[config.mk]
export PLATFORM = sky130hd
export DESIGN_NAME = cache_test_port
export DESIGN_NICKNAME = d
export VERILOG_FILES = /design/src/rtl/ctp_pkg.sv /design/src/rtl/ctp_regbus.sv /design/src/rtl/ctp_seq.sv /design/src/rtl/ctp_datareg.sv /design/src/rtl/cache_test_port.sv
export SDC_FILE = /design/constraint.sdc
export NUM_CORES = 1
export LEC_CHECK = 0
export ABC_CLOCK_PERIOD_IN_PS = 2400
export CORE_MARGIN = 2
export CORE_UTILIZATION = 49
export CTS_BUF_LIST = sky130_fd_sc_hd__clkbuf_8
export DETAILED_ROUTE_END_ITERATION = 16
export HOLD_SLACK_MARGIN = 0.02
export PLACE_DENSITY = 0.83
export SYNTH_ARGS = -nofsm -noshare
export SYNTH_HDL_FRONTEND = slang
export SYNTH_SLANG_ARGS = --single-unit
[constraint.sdc]
create_clock -name clk -period 2.4 [get_ports clk]
set_input_delay 0.48 -clock clk [delete_from_list [all_inputs] [get_ports clk]]
set_output_delay 0.48 -clock clk [all_outputs]
set_load 0.05 [all_outputs]
[src/rtl/ctp_pkg.sv]
// Package: shared widths, command layout and sequencer states for the
// cache array test port. Assumes a 16-bit command word and 32-bit bus.
package ctp_pkg;
    localparam int unsigned WORD_W = 32;
    localparam int unsigned WAY_W  = 2;
    localparam int unsigned SET_W  = 11;
    localparam int unsigned CMD_W  = SET_W + WAY_W + 3;
    localparam int unsigned LINE_W = 2 * WORD_W;
    localparam int unsigned ADDR_W = 2;

    localparam logic [ADDR_W-1:0] A_CMD = 2'd0;
    localparam logic [ADDR_W-1:0] A_DLO = 2'd1;
    localparam logic [ADDR_W-1:0] A_DHI = 2'd2;

    localparam logic [1:0] MC_CFG_CACHE = 2'b11;

    typedef struct packed {
        logic [SET_W-1:0] set;
        logic [WAY_W-1:0] way;
        logic             tag;
        logic             write;
        logic             go;
    } cmd_t;

    typedef enum logic [1:0] {
        SEQ_IDLE    = 2'd0,
        SEQ_ISSUE   = 2'd1,
        SEQ_CAPTURE = 2'd2
    } seq_state_t;
endpackage

[src/rtl/ctp_regbus.sv]
// Module: register bus decode and privilege filter.
// Assumes single-cycle accesses; read data is combinational.
module ctp_regbus
    import ctp_pkg::*;
(
    input  logic                  bus_sel,
    input  logic                  bus_wr,
    input  logic [ADDR_W-1:0]     bus_addr,
    input  logic                  bus_priv,
    input  logic                  busy,
    input  logic [CMD_W-1:0]      cmd_q,
    input  logic [WORD_W-1:0]     dlo_q,
    input  logic [WORD_W-1:0]     dhi_q,
    output logic                  wr_cmd,
    output logic                  wr_dlo,
    output logic                  wr_dhi,
    output logic [WORD_W-1:0]     bus_rdata,
    output logic                  bus_err
);
    logic ok_wr;
    logic ok_rd;

    // Purpose: qualify accesses by privilege.
    always_comb begin
        ok_wr   = bus_sel && bus_wr && bus_priv;
        ok_rd   = bus_sel && !bus_wr && bus_priv;
        bus_err = bus_sel && !bus_priv;
    end

    // Purpose: per-register write strobes.
    always_comb begin
        wr_cmd = ok_wr && (bus_addr == A_CMD);
        wr_dlo = ok_wr && (bus_addr == A_DLO);
        wr_dhi = ok_wr && (bus_addr == A_DHI);
    end

    // Purpose: read mux, zero when refused or unmapped.
    always_comb begin
        bus_rdata = '0;
        if (ok_rd) begin
            case (bus_addr)
                A_CMD: begin
                    bus_rdata[CMD_W-1:0]  = cmd_q;
                    bus_rdata[WORD_W-1]   = busy;
                end
                A_DLO:   bus_rdata = dlo_q;
                A_DHI:   bus_rdata = dhi_q;
                default: bus_rdata = '0;
            endcase
        end
    end
endmodule

[src/rtl/ctp_seq.sv]
// Module: command register and array access sequencer.
// Assumes the array returns read data one cycle after arr_req.
module ctp_seq
    import ctp_pkg::*;
(
    input  logic                  clk,
    input  logic                  rst_n,
    input  logic                  wr_cmd,
    input  logic [CMD_W-1:0]      cmd_wdata,
    input  logic                  mem_ok,
    input  logic [WORD_W-1:0]     dlo_q,
    input  logic [WORD_W-1:0]     dhi_q,
    output logic [CMD_W-1:0]      cmd_q,
    output logic                  busy,
    output logic                  arr_req,
    output logic                  arr_we,
    output logic                  arr_tag,
    output logic [WAY_W-1:0]      arr_way,
    output logic [SET_W-1:0]      arr_set,
    output logic [LINE_W-1:0]     arr_wdata,
    output logic                  cap_lo,
    output logic                  cap_hi
);
    seq_state_t state_q;
    cmd_t       op_q;
    cmd_t       new_cmd;
    logic       start;
    logic [LINE_W-1:0] wdata_q;

    // Purpose: decide whether a command write launches an access.
    always_comb begin
        new_cmd = cmd_t'(cmd_wdata);
        start   = wr_cmd && new_cmd.go && mem_ok && (state_q == SEQ_IDLE);
    end

    // Purpose: state, stored command and staged write data.
    always_ff @(posedge clk) begin
        if (!rst_n) begin
            state_q <= SEQ_IDLE;
            cmd_q   <= '0;
            op_q    <= '0;
            wdata_q <= '0;
        end else begin
            if (wr_cmd && (state_q == SEQ_IDLE)) begin
                cmd_q <= cmd_wdata;
            end
            case (state_q)
                SEQ_IDLE: begin
                    if (start) begin
                        state_q <= SEQ_ISSUE;
                        op_q    <= new_cmd;
                        wdata_q <= new_cmd.tag ? {{WORD_W{1'b0}}, dlo_q} : {dhi_q, dlo_q};
                    end
                end
                SEQ_ISSUE:   state_q <= SEQ_CAPTURE;
                SEQ_CAPTURE: state_q <= SEQ_IDLE;
                default:     state_q <= SEQ_IDLE;
            endcase
        end
    end

    // Purpose: array port and capture enables from state.
    always_comb begin
        busy      = (state_q != SEQ_IDLE);
        arr_req   = (state_q == SEQ_ISSUE);
        arr_we    = op_q.write;
        arr_tag   = op_q.tag;
        arr_way   = op_q.way;
        arr_set   = op_q.set;
        arr_wdata = wdata_q;
        cap_lo    = (state_q == SEQ_CAPTURE) && !op_q.write;
        cap_hi    = (state_q == SEQ_CAPTURE) && !op_q.write && !op_q.tag;
    end
endmodule

[src/rtl/ctp_datareg.sv]
// Module: the two 32-bit data registers. Array capture takes
// precedence over a bus write in the same cycle.
module ctp_datareg
    import ctp_pkg::*;
(
    input  logic                  clk,
    input  logic                  rst_n,
    input  logic                  wr_dlo,
    input  logic                  wr_dhi,
    input  logic [WORD_W-1:0]     bus_wdata,
    input  logic                  cap_lo,
    input  logic                  cap_hi,
    input  logic [LINE_W-1:0]     arr_rdata,
    output logic [WORD_W-1:0]     dlo_q,
    output logic [WORD_W-1:0]     dhi_q
);
    // Purpose: low data register update.
    always_ff @(posedge clk) begin
        if (!rst_n)      dlo_q <= '0;
        else if (cap_lo) dlo_q <= arr_rdata[WORD_W-1:0];
        else if (wr_dlo) dlo_q <= bus_wdata;
    end

    // Purpose: high data register update.
    always_ff @(posedge clk) begin
        if (!rst_n)      dhi_q <= '0;
        else if (cap_hi) dhi_q <= arr_rdata[LINE_W-1:WORD_W];
        else if (wr_dhi) dhi_q <= bus_wdata;
    end
endmodule

[src/rtl/cache_test_port.sv]
// Module: top of the cache array test port. Ties bus decode, the
// sequencer and the data registers together and forms the enable gate.
module cache_test_port
    import ctp_pkg::*;
(
    input  logic                  clk,
    input  logic                  rst_n,
    input  logic                  bus_sel,
    input  logic                  bus_wr,
    input  logic [ADDR_W-1:0]     bus_addr,
    input  logic [WORD_W-1:0]     bus_wdata,
    input  logic                  bus_priv,
    output logic [WORD_W-1:0]     bus_rdata,
    output logic                  bus_err,
    input  logic                  mc_mem_en,
    input  logic [1:0]            mc_cfg,
    input  logic                  mc_prot_en,
    output logic                  arr_req,
    output logic                  arr_we,
    output logic                  arr_tag,
    output logic [WAY_W-1:0]      arr_way,
    output logic [SET_W-1:0]      arr_set,
    output logic [LINE_W-1:0]     arr_wdata,
    input  logic [LINE_W-1:0]     arr_rdata
);
    logic              wr_cmd, wr_dlo, wr_dhi;
    logic              busy, mem_ok, cap_lo, cap_hi;
    logic [CMD_W-1:0]  cmd_q;
    logic [WORD_W-1:0] dlo_q, dhi_q;

    // Purpose: memory-control enable gate.
    always_comb mem_ok = mc_mem_en && (mc_cfg == MC_CFG_CACHE) && !mc_prot_en;

    ctp_regbus u_bus (
        .bus_sel(bus_sel), .bus_wr(bus_wr), .bus_addr(bus_addr),
        .bus_priv(bus_priv), .busy(busy), .cmd_q(cmd_q),
        .dlo_q(dlo_q), .dhi_q(dhi_q), .wr_cmd(wr_cmd),
        .wr_dlo(wr_dlo), .wr_dhi(wr_dhi), .bus_rdata(bus_rdata),
        .bus_err(bus_err)
    );

    ctp_seq u_seq (
        .clk(clk), .rst_n(rst_n), .wr_cmd(wr_cmd),
        .cmd_wdata(bus_wdata[CMD_W-1:0]), .mem_ok(mem_ok),
        .dlo_q(dlo_q), .dhi_q(dhi_q), .cmd_q(cmd_q), .busy(busy),
        .arr_req(arr_req), .arr_we(arr_we), .arr_tag(arr_tag),
        .arr_way(arr_way), .arr_set(arr_set), .arr_wdata(arr_wdata),
        .cap_lo(cap_lo), .cap_hi(cap_hi)
    );

    ctp_datareg u_dreg (
        .clk(clk), .rst_n(rst_n), .wr_dlo(wr_dlo), .wr_dhi(wr_dhi),
        .bus_wdata(bus_wdata), .cap_lo(cap_lo), .cap_hi(cap_hi),
        .arr_rdata(arr_rdata), .dlo_q(dlo_q), .dhi_q(dhi_q)
    );
endmodule

Word-level counts from Yosys, hierarchy flattened. Index checks and enable logic that the tools add are counted. Widths: inputs -> output; s select.

Register bits after elaboration: 161. Word-level logic and storage cells: 53. Output and inout bits: 113.

Equal/unequal tests: 6. Reduce and logical (&&, ||, !) cells: 27. Muxes and demuxes: 11.

Operators with widths (count): $mux 32 (5); $mux 64 (1); $pmux 16 s3 (1); $pmux 15 s2 (1); $logic_and 1x1->1 (16); $eq 2x2->1 const B (3); $reduce_bool 2->1 (3); $logic_not 1->1 (5); $eq 2x1->1 const B (2); $logic_not 2->1 (2); $pmux 2 s2 (1); $pmux 1 s3 (1); $mux 2 (1); $ne 2x1->1 const B (1); $reduce_and 2->1 (1).

Logic depth before layout (Yosys ltp).
Depth after elaboration: 8. Gate-level depth with buffers: 9. Gate-level depth less buffers: 5.

Cells and area by module. A second synthesis with hierarchy kept.

Cell total of the unflattened synthesis: 800. Area, all modules: 8139.1 sq um.

Modules (own cells, without submodules): ctp_seq (seq. area each 1941.9 sq um, area an instance 3935.0 sq um, instances 1, cells each 426); ctp_datareg (seq. area each 1281.2 sq um, area an instance 3555.9 sq um, instances 1, cells each 283); ctp_regbus (seq. area each 0.0 sq um, area an instance 638.1 sq um, instances 1, cells each 90); cache_test_port (seq. area each 0.0 sq um, area an instance 10.0 sq um, instances 1, cells each 1).

Worst setup path before layout. No wires, ideal clock.

Path kind: input port to output port. Start point: in bus_addr[1]. End point: out bus_rdata[31]. Stages: 6. Buffers on the path: 2. Data arrival time: 2067 ps. Setup slack: -147 ps. Data required time: 1920 ps. Path through: inv_1 > ha_1 > clkbuf_1 > clkbuf_1 > a22oi_1 > a21oi_1.

Word-level cells in the longest chain between the ends: 3. Elaborated cells on any way between the ends: 5. Those cells by class: eq/ne (2); mux (2); reduce/logical (1).

RTL lines: start, declared (RTL line cache_test_port.sv:10) `input logic [ADDR_W-1:0] bus_addr,`; $eq 2x2->1 (tied with other cells) (RTL line ctp_regbus.sv:41) `case (bus_addr)`; $pmux 1 s3 * (RTL line ctp_regbus.sv:41); $mux 32 * (RTL line ctp_regbus.sv:40) `if (ok_rd) begin`; end, declared (RTL line cache_test_port.sv:13) `output logic [WORD_W-1:0] bus_rdata,`.

Every way passes the cells marked *; elsewhere a longest branch is shown, timed or not.

Worst setup path in the final report.
Start point: in bus_wr. End point: out bus_rdata[28].

Word-level cells in the longest chain between the ends: 4.

RTL lines: start, declared (RTL line cache_test_port.sv:9) `input logic bus_wr,`; $logic_not 1->1 (RTL line ctp_regbus.sv:26) `ok_rd = bus_sel && !bus_wr && bus_priv;`; $logic_and 1x1->1 (2 in series) (RTL line ctp_regbus.sv:26); $mux 32 (RTL line ctp_regbus.sv:40).

No other way between the ends.

==> impl_metrics.toml <==
[run_status]
outcome = "complete, no violations"

[worst_setup_path]
reg2reg_setup_slack_ns = 0.49
reg2reg_to = "u_dreg.dhi_q[10]"
crit_path_end_kind = "primary output"
cp_data_arrival_time_ns = 1.83
reg2reg_depth = 4
worstReg2RegStart = "u_seq.arr_tag"
path_max_fanout = 5
crit_required_ns = 1.92
crit_type = "primary input to primary output"
cp-start-kind = "primary input"

[placement]
hpwl_mm = 16.22
numPortBuffers = 219
place.gp.congestion = 0.8547
place_ws_ns = -0.3116

[sta]
min_period_over_period = 0.9615
tightestPinTransition_ns = 0.6067
fmax_ghz = 0.4334
drv_slew = 0
setup_viol = 0
hold_violations = 0
timing.hold.ws_ns = 0.4564
layout_setup_ws_ns = 0.09246
finalCriticalPeriod_ns = 2.308
clock_skew_ns = 0.01078
rsz0062_at_grt = "no"
slew_headroom = 0.5943

[cts]
clockBufferDepth = 2
clock_latency_ns = 0.45
cts.sinks = 161
cts_root_buffer = "clkbuf_8"
h-tree-depth = 4
cts_hold_buf = 0
cts_tree = "done"
clkTransAtPathRegs_ns = 0.07
cts_buffers = 17

[grt]
grt_pass1_wl_mm = 37.49
grt_overflow = 0
grt_start_max_net_pins = 68
grt_pass1_vias = 7246
antenna_found_initial = 0
grt_usage = 0.2951

[min_path]
hold_depth = 2
min_from = "u_seq.arr_set[1]"
hold_class = "register to register"
hold-path-endpoint = "u_seq.arr_set[1]"

[finish]
drive_gt1_frac = 0.1409
final_util = 0.7364
area_delta_synth_final_pct = 46.79
num_antenna_cells = 0
nets = 1199
final_cell_mix = "nand2_1, clkdlybuf4s50_1, dfxtp_1, mux2i_1, o21ai_1"
layout_commonest_cell = "nand2_1"

[pwr]
power_density_nw_per_um2 = 490.8
ir_drop_uv = 355.1
p_leak_nw = 3.508

[synth]
ys_types = 31
avgSynthCellArea_um2 = 8.326
synth_area_leaders = "dfxtp_1, nand2_1, mux2i_1"
synth_seq_area_share = 0.4404
syn-cell-area_um2 = 7318
synth_seq_cells = 161
postSynthCellCount = 879
synth_fp_nets = 991
netlist.area_leader.share = 0.4404
yosysTopAreaCell = "dfxtp_1"
synth_warnings = 0

[drt]
drc_errors = 0
route.vias.total = 7435
wire_per_inst_um = 18.46
first_iter_violations = 857
avgViaCountPerCell = 5.790
ant_nets = 0
wl_mm = 23.70
drt-pass1-iter-count = 8

[flow_run]
timing.max_cap.violations = 0

[die]
die_height_um = 126.2
die_w_um = 126.2
start_util = 0.5016
rows = 44
io_pins = 220
die_area_um2 = 15930
core_area_um2 = 14590
[sequential cells by signal, indices dropped and copies added, names as in the netlist]
register	flops
u_seq.arr_set	11
u_seq.arr_way	2
u_dreg.dhi_q	32
u_seq.state_q	2
u_seq.arr_we	1
u_seq.arr_wdata	64
u_seq.arr_tag	1
u_seq.cmd_q	16
u_dreg.dlo_q	32
[through the flow]
step / cells / total power (W) / area (um2) / setup TNS [ns]
final: 1284 / 0.005273 / 10740 / 0
after global routing: 1284 / 0.005437 / 10740 / 0
after CTS: 1284 / 0.005284 / 10710 / 0
after detailed placement: 1250 / 0.003263 / 10190 / -26.17
after global placement: 1250 / 0.003258 / 10190 / -17.62
after floorplan: 879 / 0.002952 / 7342 / -0.2609
[synth_stat cells, drive strengths merged]
cell type and instances:
nand2 254, dfxtp 161, o21ai 81, mux2i 79, clkbuf 66, a31oi 64
nand3b 32, nor2 32, buf 19, nand3 19, a21boi 16, a222oi 16
a22oi 16, ha 5, and2 2, and4 2, inv 2, nand4 2
nor2b 2, or3b 2, a21oi 1, and3 1, nand2b 1, nand4b 1
nor3b 1, nor4 1, or4b 1
[worst max-delay path: stages]
cell	delay, ns
clkdlybuf4s50_1	0.48
nand4b_1	0.28
buf_4	0.22
nor2_1	0.19
buf_12	0.17
[cell families after synthesis]
family                     after synthesis  share of synthesized area
and+or+nand+nor                        353                     0.2106
AOI/OAI and AO/OA                      194                     0.1655
buffers and inverters                   87                    0.06685
DFF                                    161                     0.4404
muxes                                   79                     0.1081
adders and majority gates                5                   0.008548
[area by class of cell]
class	count	area (um2)
clock buffers	22	302.8
well taps	184	230.2
repair buffers	274	3167
flip-flops and latches	161	3223
inverters	2	7.507
fillers	1038	3846
clock inverters	10	107.6
multi-input cells	631	3705
[report_power, final]
group          internal [W]  switching [W]  leakage, nW
logic              0.000277       0.000258         2.00
clock network       0.00105       0.000983        0.212
registers           0.00269      0.0000146         1.30
[timing repair]
action / in CTS / in global routing
buffers inserted: 0 / 0
gates resized for setup: 15 / 16
hold endpoints to repair: 0 / 0
pin swaps: 14 / 3
cloned: 2 / 0
endpoints found under the setup margin: 32 / 26
[metal layers]
| layer | part of all wire | GRT usage |
|---|---|---|
| met5 | 0 | 0 |
| met4 | 0.024 | 0.1241 |
| met3 | 0.10 | 0.06117 |
| met2 | 0.47 | 0.4677 |
| met1 | 0.41 | 0.3925 |
[worst max-delay path by stage]
stage	from	cells past startpoint	endpoint	slack, ns
finish	bus_wr	5	bus_rdata[28]	0.09
global route	bus_wr	5	bus_rdata[28]	0.005
CTS	bus_addr[1]	8	bus_rdata[0]	0.009
detailed placement	bus_addr[0]	8	u_seq.arr_wdata[49]	-0.31
global placement	bus_addr[0]	8	u_seq.arr_set[3]	-0.20
floorplan	bus_addr[1]	6	bus_rdata[2]	-0.02
(Power assumes the default switching activity.)
